--- config.mk ---
export PLATFORM = sky130hd
export DESIGN_NAME = irqen_bank
export DESIGN_NICKNAME = d
export VERILOG_FILES = /design/src/rtl/irqen_pkg.sv /design/src/rtl/irqen_rst_sync.sv /design/src/rtl/irqen_decode.sv /design/src/rtl/irqen_state.sv /design/src/rtl/irqen_readback.sv /design/src/rtl/irqen_bank.sv
export SDC_FILE = /design/constraint.sdc
export NUM_CORES = 1
export LEC_CHECK = 0
export BUFFER_PORTS_ARGS = -buffer_cell sky130_fd_sc_hd__buf_2
export CAP_MARGIN = 20
export CORE_AREA = 10 10 91 132
export DETAILED_ROUTE_END_ITERATION = 7
export DIE_AREA = 0 0 101 142
export GPL_ROUTABILITY_DRIVEN = 0
export PLACE_DENSITY = 0.89
export SYNTH_ARGS = -nofsm -noshare
export SYNTH_HDL_FRONTEND = slang
export SYNTH_SLANG_ARGS = --single-unit
--- constraint.sdc ---
create_clock -name clk -period 3.3 [get_ports clk]
set_input_delay 0.33 -clock clk [delete_from_list [all_inputs] [get_ports clk]]
set_output_delay 0.33 -clock clk [all_outputs]
set_load 0.02 [all_outputs]
--- src/rtl/irqen_pkg.sv ---
package irqen_pkg;
  localparam int unsigned WORD_W = 32;
  localparam int unsigned STRIDE = 4;

  typedef enum logic [1:0] {
    ACC_IDLE   = 2'd0,
    ACC_OK     = 2'd1,
    ACC_DENIED = 2'd2
  } acc_e;
endpackage

--- src/rtl/irqen_rst_sync.sv ---
module irqen_rst_sync (
  input  logic clk,
  input  logic arst_n,
  output logic rst_n_o
);
  logic [1:0] sync_q;

  always_ff @(posedge clk or negedge arst_n) begin
    if (!arst_n) begin
      sync_q <= 2'b00;
    end else begin
      sync_q <= {sync_q[0], 1'b1};
    end
  end

  assign rst_n_o = sync_q[1];
endmodule

--- src/rtl/irqen_decode.sv ---
module irqen_decode #(
  parameter int unsigned          ADDR_W    = 12,
  parameter int unsigned          NUM_WORDS = 2,
  parameter logic [ADDR_W-1:0]    SET_BASE  = 12'h100,
  parameter logic [ADDR_W-1:0]    CLR_BASE  = 12'h180
) (
  input  logic [ADDR_W-1:0]    addr_i,
  output logic [NUM_WORDS-1:0] set_hit_o,
  output logic [NUM_WORDS-1:0] clr_hit_o
);
  import irqen_pkg::*;

  for (genvar w = 0; w < NUM_WORDS; w++) begin : g_word
    localparam logic [ADDR_W-1:0] SET_ADDR = SET_BASE + ADDR_W'(STRIDE * w);
    localparam logic [ADDR_W-1:0] CLR_ADDR = CLR_BASE + ADDR_W'(STRIDE * w);
    assign set_hit_o[w] = (addr_i == SET_ADDR);
    assign clr_hit_o[w] = (addr_i == CLR_ADDR);
  end
endmodule

--- src/rtl/irqen_state.sv ---
module irqen_state #(
  parameter int unsigned LINES = 64
) (
  input  logic             clk,
  input  logic             rst_n,
  input  logic [LINES-1:0] set_mask_i,
  input  logic [LINES-1:0] clr_mask_i,
  output logic [LINES-1:0] en_o
);
  logic [LINES-1:0] en_q;
  logic [LINES-1:0] en_d;
  logic             upd;

  // a clear always overrides a set of the same line
  always_comb begin
    upd  = |(set_mask_i | clr_mask_i);
    en_d = (en_q | set_mask_i) & ~clr_mask_i;
  end

  always_ff @(posedge clk or negedge rst_n) begin
    if (!rst_n) begin
      en_q <= '0;
    end else if (upd) begin
      en_q <= en_d;
    end
  end

  assign en_o = en_q;
endmodule

--- src/rtl/irqen_readback.sv ---
module irqen_readback #(
  parameter int unsigned LINES     = 64,
  parameter int unsigned NUM_WORDS = 2
) (
  input  logic                         clk,
  input  logic                         rst_n,
  input  logic                         rd_ok_i,
  input  logic [NUM_WORDS-1:0]         word_hit_i,
  input  logic [LINES-1:0]             en_i,
  input  logic                         deny_i,
  output logic [irqen_pkg::WORD_W-1:0] rdata_o,
  output logic                         err_o
);
  import irqen_pkg::*;

  logic [WORD_W-1:0] word_mux;
  logic [WORD_W-1:0] rdata_d;
  logic [WORD_W-1:0] rdata_q;
  logic              err_q;

  always_comb begin
    word_mux = '0;
    for (int w = 0; w < NUM_WORDS; w++) begin
      if (word_hit_i[w]) begin
        word_mux = word_mux | en_i[w*WORD_W +: WORD_W];
      end
    end
    rdata_d = rd_ok_i ? word_mux : '0;
  end

  always_ff @(posedge clk or negedge rst_n) begin
    if (!rst_n) begin
      rdata_q <= '0;
      err_q   <= 1'b0;
    end else begin
      rdata_q <= rdata_d;
      err_q   <= deny_i;
    end
  end

  assign rdata_o = rdata_q;
  assign err_o   = err_q;
endmodule

--- src/rtl/irqen_bank.sv ---
module irqen_bank #(
  parameter int unsigned       LINES    = 64,
  parameter int unsigned       ADDR_W   = 12,
  parameter logic [ADDR_W-1:0] SET_BASE = 12'h100,
  parameter logic [ADDR_W-1:0] CLR_BASE = 12'h180
) (
  input  logic              clk,
  input  logic              arst_n,
  input  logic              bus_sel_i,
  input  logic              bus_wr_i,
  input  logic [ADDR_W-1:0] bus_addr_i,
  input  logic [31:0]       bus_wdata_i,
  input  logic              bus_priv_i,
  output logic [31:0]       bus_rdata_o,
  output logic              bus_err_o,
  output logic [LINES-1:0]  irq_en_o
);
  import irqen_pkg::*;

  localparam int unsigned NUM_WORDS = LINES / WORD_W;

  logic                 rst_n_sync;
  logic [NUM_WORDS-1:0] set_hit;
  logic [NUM_WORDS-1:0] clr_hit;
  logic [NUM_WORDS-1:0] word_hit;
  logic [LINES-1:0]     set_mask;
  logic [LINES-1:0]     clr_mask;
  logic [LINES-1:0]     en;
  acc_e                 acc;
  logic                 wr_ok;
  logic                 rd_ok;

  irqen_rst_sync u_rst (
    .clk     (clk),
    .arst_n  (arst_n),
    .rst_n_o (rst_n_sync)
  );

  irqen_decode #(
    .ADDR_W    (ADDR_W),
    .NUM_WORDS (NUM_WORDS),
    .SET_BASE  (SET_BASE),
    .CLR_BASE  (CLR_BASE)
  ) u_dec (
    .addr_i    (bus_addr_i),
    .set_hit_o (set_hit),
    .clr_hit_o (clr_hit)
  );

  always_comb begin
    if (!bus_sel_i)       acc = ACC_IDLE;
    else if (!bus_priv_i) acc = ACC_DENIED;
    else                  acc = ACC_OK;
    word_hit = set_hit | clr_hit;
    wr_ok    = (acc == ACC_OK) && bus_wr_i;
    rd_ok    = (acc == ACC_OK) && !bus_wr_i && (|word_hit);
  end

  for (genvar w = 0; w < NUM_WORDS; w++) begin : g_mask
    assign set_mask[w*WORD_W +: WORD_W] = (wr_ok && set_hit[w]) ? bus_wdata_i : '0;
    assign clr_mask[w*WORD_W +: WORD_W] = (wr_ok && clr_hit[w]) ? bus_wdata_i : '0;
  end

  irqen_state #(
    .LINES (LINES)
  ) u_state (
    .clk        (clk),
    .rst_n      (rst_n_sync),
    .set_mask_i (set_mask),
    .clr_mask_i (clr_mask),
    .en_o       (en)
  );

  irqen_readback #(
    .LINES     (LINES),
    .NUM_WORDS (NUM_WORDS)
  ) u_rd (
    .clk        (clk),
    .rst_n      (rst_n_sync),
    .rd_ok_i    (rd_ok),
    .word_hit_i (word_hit),
    .en_i       (en),
    .deny_i     (acc == ACC_DENIED),
    .rdata_o    (bus_rdata_o),
    .err_o      (bus_err_o)
  );

  assign irq_en_o = en;
endmodule

==> results of run 1 <==
[metrics by stage]
| step | power (W) | utilization | hold slack [ns] | setup WS, ns | cells |
|---|---|---|---|---|---|
| floorplan | 0.00135 | - | 0.0344 | 0.338 | 421 |
| global placement | 0.00142 | 0.584 | 0.117 | 1.18 | 642 |
| detailed placement | 0.00143 | 0.584 | 0.125 | 1.12 | 642 |
| CTS | 0.00241 | 0.613 | 0.137 | 1.49 | 659 |
| global route | 0.00246 | 0.613 | 0.152 | 1.30 | 659 |
| finish | 0.00239 | 0.613 | 0.147 | 1.44 | 659 |
[per-layer routing]
metal  routed length, microns  GRT usage  part of all wire
met4                      492      0.106             0.034
met2                     7330      0.320              0.50
met3                     1000     0.0408             0.069
met5                        0          0                 0
met1                     5750      0.241              0.39
[cells by family (layout without fill, tap and decap cells)]
kind of cell | count (synthesis) | after routing
buffers and inverters | 56 | 179
AOI/OAI and AO/OA | 128 | 128
and+or+nand+nor | 105 | 105
DFF | 99 | 99
other | 1 | 1
muxes | 32 | 32
[report_power, final]
| group | internal, W | switching [W] |
|---|---|---|
| Clock | 0.000518 | 0.000466 |
| Combinational | 0.0000678 | 0.000106 |
| Sequential | 0.00122 | 0.0000147 |
| Total | 0.00180 | 0.000586 |
[cells in the final DEF, fill, tap and decap left out]
cell and count:
a21oi_1 64, a41oi_1 64, and3_1 1, and3b_1 1
and4_1 2, and4b_1 32, and4bb_1 12, and4bb_2 17
buf_2 144, buf_4 18, clkbuf_1 1, clkbuf_16 9
clkinv_2 1, clkinv_4 2, clkinvlp_4 1, conb_1 1
dfrtp_1 98, dfrtp_4 1, dlygate4sd3_1 1, inv_6 2
mux2i_1 32, nand4b_1 1, nor2_1 32, nor2b_1 1
nor4_4 1, nor4b_4 1, nor4bb_1 4
[what timing repair did]
item,in CTS,in global routing
hold endpoints to repair,2,0
hold buffers,1,0
setup endpoints to repair,0,0
[how the worst max path moves through the flow]
stage                         start          endpoint  slack, ns
floorplan           u_rst.sync_q[1]        u_rd.err_o       0.34
global placement      bus_addr_i[9]  u_state.en_o[16]       1.18
detailed placement    bus_addr_i[9]   u_state.en_o[4]       1.12
CTS                   bus_addr_i[9]  u_state.en_o[18]       1.49
global route          bus_addr_i[9]  u_state.en_o[35]       1.30
finish                bus_addr_i[9]  u_state.en_o[39]       1.44
[layout make-up]
class                   instances  share of cell area
well taps                     115              0.0244
repair buffers                163               0.147
clock inverters                 6             0.00805
clock buffers                  10              0.0388
flip-flops and latches         99               0.420
multi-input cells             266               0.362
[registers in the layout, summed over array words and instances (netlist names)]
name / cells
u_rd.rdata_o: 32
u_rd.err_o: 1
u_state.en_o: 64
u_rst.sync_q: 2
==> run metrics, run 1 <==
status=finished, final reports clean; R2R setup slack=2.12 ns; clock-pin slew of the registers on the worst-case setup and hold paths=0.07 ns; Max Freq=539 MHz; Endpoint, Worst Hold=u_rd.err_o; ranking of synthesized cells by area=dfrtp_1 51%, a41oi_1 11%, a21oi_1 6.5%; CP Buf/Inv Count=2; Overflow after GRT=0; Die W=101 microns; Tmin final=1.86 ns; DR WL/cell=22.1 microns; Post CTS Setup Buffer Count=0; cts bufs inserted=9; Setup crit end kind=register; Synth Area in Compound Gates=0.180; Leakage=3.09 nW; Syn Inst Count=421; Rows=44; diode count=0; worst endpoint required time=3.57 ns; Post-route DRC=0; Synth top area share=0.505; register area=2480 sq um; pwr dens=404 nW/um^2; vias in the first global route=4516; hold path depth=2; cell area after synthesis=4900 sq um; Layout Skew=0.00974 ns; most common cell in the netlist=dfrtp_1; initial core utilization=0.509; pin count of the biggest net entering global routing=59; H-tree Lvls=3; DR iter-0 viols=391; # Max-Cap Violations=0; setup_tns=0 ns; port buffer count=145; post-synthesis sequential area ratio=0.505; min-delay src=bus_priv_i; Post-synth top flop=dfrtp_1; Critical Path Slowest Stage Cell=nor4b_4; Root Buffer=clkbuf_16; Die Area=14300 sq um; Stages on worst setup path=5; clock latency on the worst-skew pair=0.34 ns; first-pass GRT wire length=23.4 mm; DRT Wirelength=14.6 mm; critical-path maximum fanout=32; FILL cells=787; DRT antenna net count=0; Final nets=588; vias=4323; DR pass1 iterations=5; worst-case reg-to-reg path depth=1; slowest stage delay, CP=0.83 ns; Post-synth ARST share=1.00; final std cell area, no fill=5910 sq um; Peak supply drop=0.000286 V; fraction of layout cells with a size suffix above 1=0.362; clk sink count=99; placed cell area=5620 sq um; R2R Path Start=u_rst.sync_q[1]; CP Cell Sequence=buf_2 > nor4b_4 > buf_4 > a41oi_1 > a21oi_1; max-slew violation count=0; Hold WC Path Type=input port to register; die height=142 microns; clk buf depth=2; XOR/XNOR Fraction of Synth Area=0; I/O pin count=146; Fin. Hold Viols=0; RR Endpoint=u_rd.err_o; Simple-Gate Fraction of Synth Area=0.191; Post-Syn Area per Cell=11.6 sq um; GRT Util Overall=0.198; CP delay by family, top=simple AND/OR/NAND/NOR gates; main combinational cell family by area after synthesis=simple AND/OR/NAND/NOR gates; type of element launching the critical path=input port; number of flops mapped to enable cells by yosys=0; multiplexer area fraction after synthesis=0.0653; hpwl dp=9.75 mm; RSZ-0062 raised after global routing=false; Area Growth Syn to Fin=20.5%; area leader, netlist=dfrtp_1; number of antenna violations at the first check in global routing=0; Slew @ Worst Pin=0.935 ns; crit share post-route=0.562; CTS tree=built; CORE AREA=9630 sq um; final setup fails=0; syn_nets=470; Setup Crit Path Kind=input port to register; Multi-input gate area=2140 sq um; post-CTS sizing=0; flops & latches, synth=99; vias per cell=6.56; Slew HR=0.374; Cell variety after synth=21; Post-synth top cells=99 x dfrtp_1, 64 x a21oi_1, 64 x a41oi_1; adder-cell area share of the yosys netlist=0; YS warnings=0; Critical Path AT=2.12 ns
No activity file was read; power rests on OpenSTA's default activity.
==> run 2, diff against run 1 <==
ABC_AREA = 1   (was default)
CORE_AREA = 10 10 93 135   (was 10 10 91 132)
DIE_AREA = 0 0 103 145   (was 0 0 101 142)
clock period = 1.9 ns   (was 3.3 ns; I/O delays follow)
==> run 2 against run 1 <==
Sequential power is 72% higher; via count is 14% higher; area after synthesis is 6.5% higher; register-to-register slack worse by 1.0 ns; clock power is 130% higher.
==> run metrics, run 2 <==
status=finished, final reports clean; most frequent cells in the layout=201 x nand2_1, 165 x inv_1, 145 x buf_2, 98 x dfrtp_1, 96 x nand4_1; CORE AREA=10100 sq um; CP Buf/Inv Count=4; vias in the first global route=4681; port buffer count=145; Die Area=14900 sq um; CP Cell Sequence=dlygate4sd3_1 > buf_2 > nand2_1 > nor2_4 > buf_4 > nand4_1 > nand2_1 > nand2_1 > inv_1; Fin. Hold Viols=0; RSZ-0062 raised after global routing=false; Hold WC Path Type=input port to register; Final nets=884; setup_tns=0 ns; multiplexer area fraction after synthesis=0; GRT Util Overall=0.200; max-slew violation count=0; number of flops mapped to enable cells by yosys=0; cell area after synthesis=5220 sq um; fraction of layout cells with a size suffix above 1=0.242; Syn Inst Count=699; Post-synth ARST share=1.00; Setup crit end kind=register; Final Util=0.637; most common cell in the netlist=nand2_1; Leakage=3.75 nW; Die W=103 microns; Post-synth top cells=201 x nand2_1, 165 x inv_1, 99 x dfrtp_1; hold path depth=3; cts bufs inserted=9; Slew HR=0.617; die height=145 microns; H-tree Lvls=3; Post-Place Setup Slack=0.318 ns; most common cell after layout, fill and taps aside=nand2_1; crit-path most repeated cell=nand2_1; final critical-path setup slack=0.210 ns; hpwl dp=10.1 mm; flops & latches, synth=99; clock latency on the worst-skew pair=0.35 ns; Post-route DRC=0; Layout Skew=0.00795 ns; DR pass1 iterations=5; Peak supply drop=0.000426 V; max reg flops=64; WHS=0.0551 ns; Synth top area share=0.475; post-synthesis sequential area ratio=0.475; Max Freq=592 MHz; CP delay by family, top=buffers and inverters; Synth Area in Compound Gates=0.0489; pin count of the biggest net entering global routing=98; Post-Syn Area per Cell=7.47 sq um; Post CTS Setup Buffer Count=0; clk sink count=99; clk buf depth=2; DR iter-0 viols=267; Simple-Gate Fraction of Synth Area=0.307; pwr dens=708 nW/um^2; # Max-Cap Violations=0; worst endpoint required time=2.19 ns; syn_nets=748; DRT antenna net count=0; type of element launching the critical path=input port; diode count=0; Slew @ Worst Pin=0.574 ns; Cell variety after synth=19; initial core utilization=0.515; clock-pin slew of the registers on the worst-case setup and hold paths=0.07 ns; ranking of synthesized cells by area=dfrtp_1 47%, nand2_1 14%, inv_1 12%; CTS tree=built; area leader, netlist=dfrtp_1; placed cell area=6080 sq um; final setup fails=0; vias per cell=5.14; Setup Crit Path Kind=input port to register; YS warnings=0; first-pass GRT wire length=23.8 mm; Overflow after GRT=0; XOR/XNOR Fraction of Synth Area=0; DR WL/cell=15.7 microns; adder-cell area share of the yosys netlist=0; slowest stage delay, CP=0.55 ns; worst-case reg-to-reg path depth=1; Critical Path Slowest Stage Cell=dlygate4sd3_1; critical-path maximum fanout=51; final std cell area, no fill=6460 sq um; DRT Wirelength=15.0 mm; number of antenna violations at the first check in global routing=0; Rows=45; Post-synth top flop=dfrtp_1; Stages on worst setup path=9; Area Growth Syn to Fin=23.8%; Critical Path AT=1.98 ns; main combinational cell family by area after synthesis=simple AND/OR/NAND/NOR gates; crit share post-route=0.890; Root Buffer=clkbuf_16; Tmin final=1.69 ns; vias=4917; I/O pin count=146
## run 2: repair_timing
item / in CTS / in global routing
hold buffers: 2 / 0
gates resized for setup: 0 / 0
endpoints found under the hold margin: 3 / 0
## run 2: through the flow
stage                     instances  total power [W]
after global placement          939          0.00238
final                           957          0.00458
after global routing            957          0.00473
after CTS                       957          0.00459
after detailed placement        939          0.00239
after floorplan                 699          0.00226
## run 2: cell families after synthesis
kind of cell | after synthesis
compound gates | 33
buf+inv | 216
flops | 99
simple gates | 350
other cells | 1
## run 2: path summary, 6_finish.rpt
check | to | slack [ns] | from
max | u_state.en_o[8] | 0.21 | bus_priv_i
min | u_rd.err_o | 0.06 | bus_sel_i
max reg2reg | u_state.en_o[19] | 1.08 | u_rst.sync_q[1]
min reg2reg | u_rd.rdata_o[25] | 0.32 | u_rst.sync_q[1]
max in group asynchronous | u_state.en_o[19] | 1.08 | u_rst.sync_q[1]
min in group asynchronous | u_rst.sync_q[1] | 0.14 | arst_n
## run 2: report_power, final
| group | switching, W | internal [W] | total [W] |
|---|---|---|---|
| Combinational | 0.000169 | 0.0000678 | 0.000237 |
| Clock | 0.000805 | 0.00142 | 0.00222 |
| Sequential | 0.00000277 | 0.00211 | 0.00211 |
## run 2: layout make-up
type                    count  area, sq um
repair buffers            166          938
fillers                   908         3670
clock buffers               9          225
well taps                 117          146
inverters                 175          657
clock inverters             7          139
flip-flops and latches     99         2480
multi-input cells         384         1870
## run 2: worst min-delay path: cells and delay by family
family / cells / cell delay (ns)
and+or+nand+nor: 1 / 0.03
buffers and inverters: 2 / 0.15
## run 2: layer usage
metal  up-vias  wire (microns)  track usage
met2       196            7580        0.335
met1      2281            5920        0.233
met5         -               0            0
met4         0             418       0.0901
li1       2407               -            -
met3        33            1110       0.0460
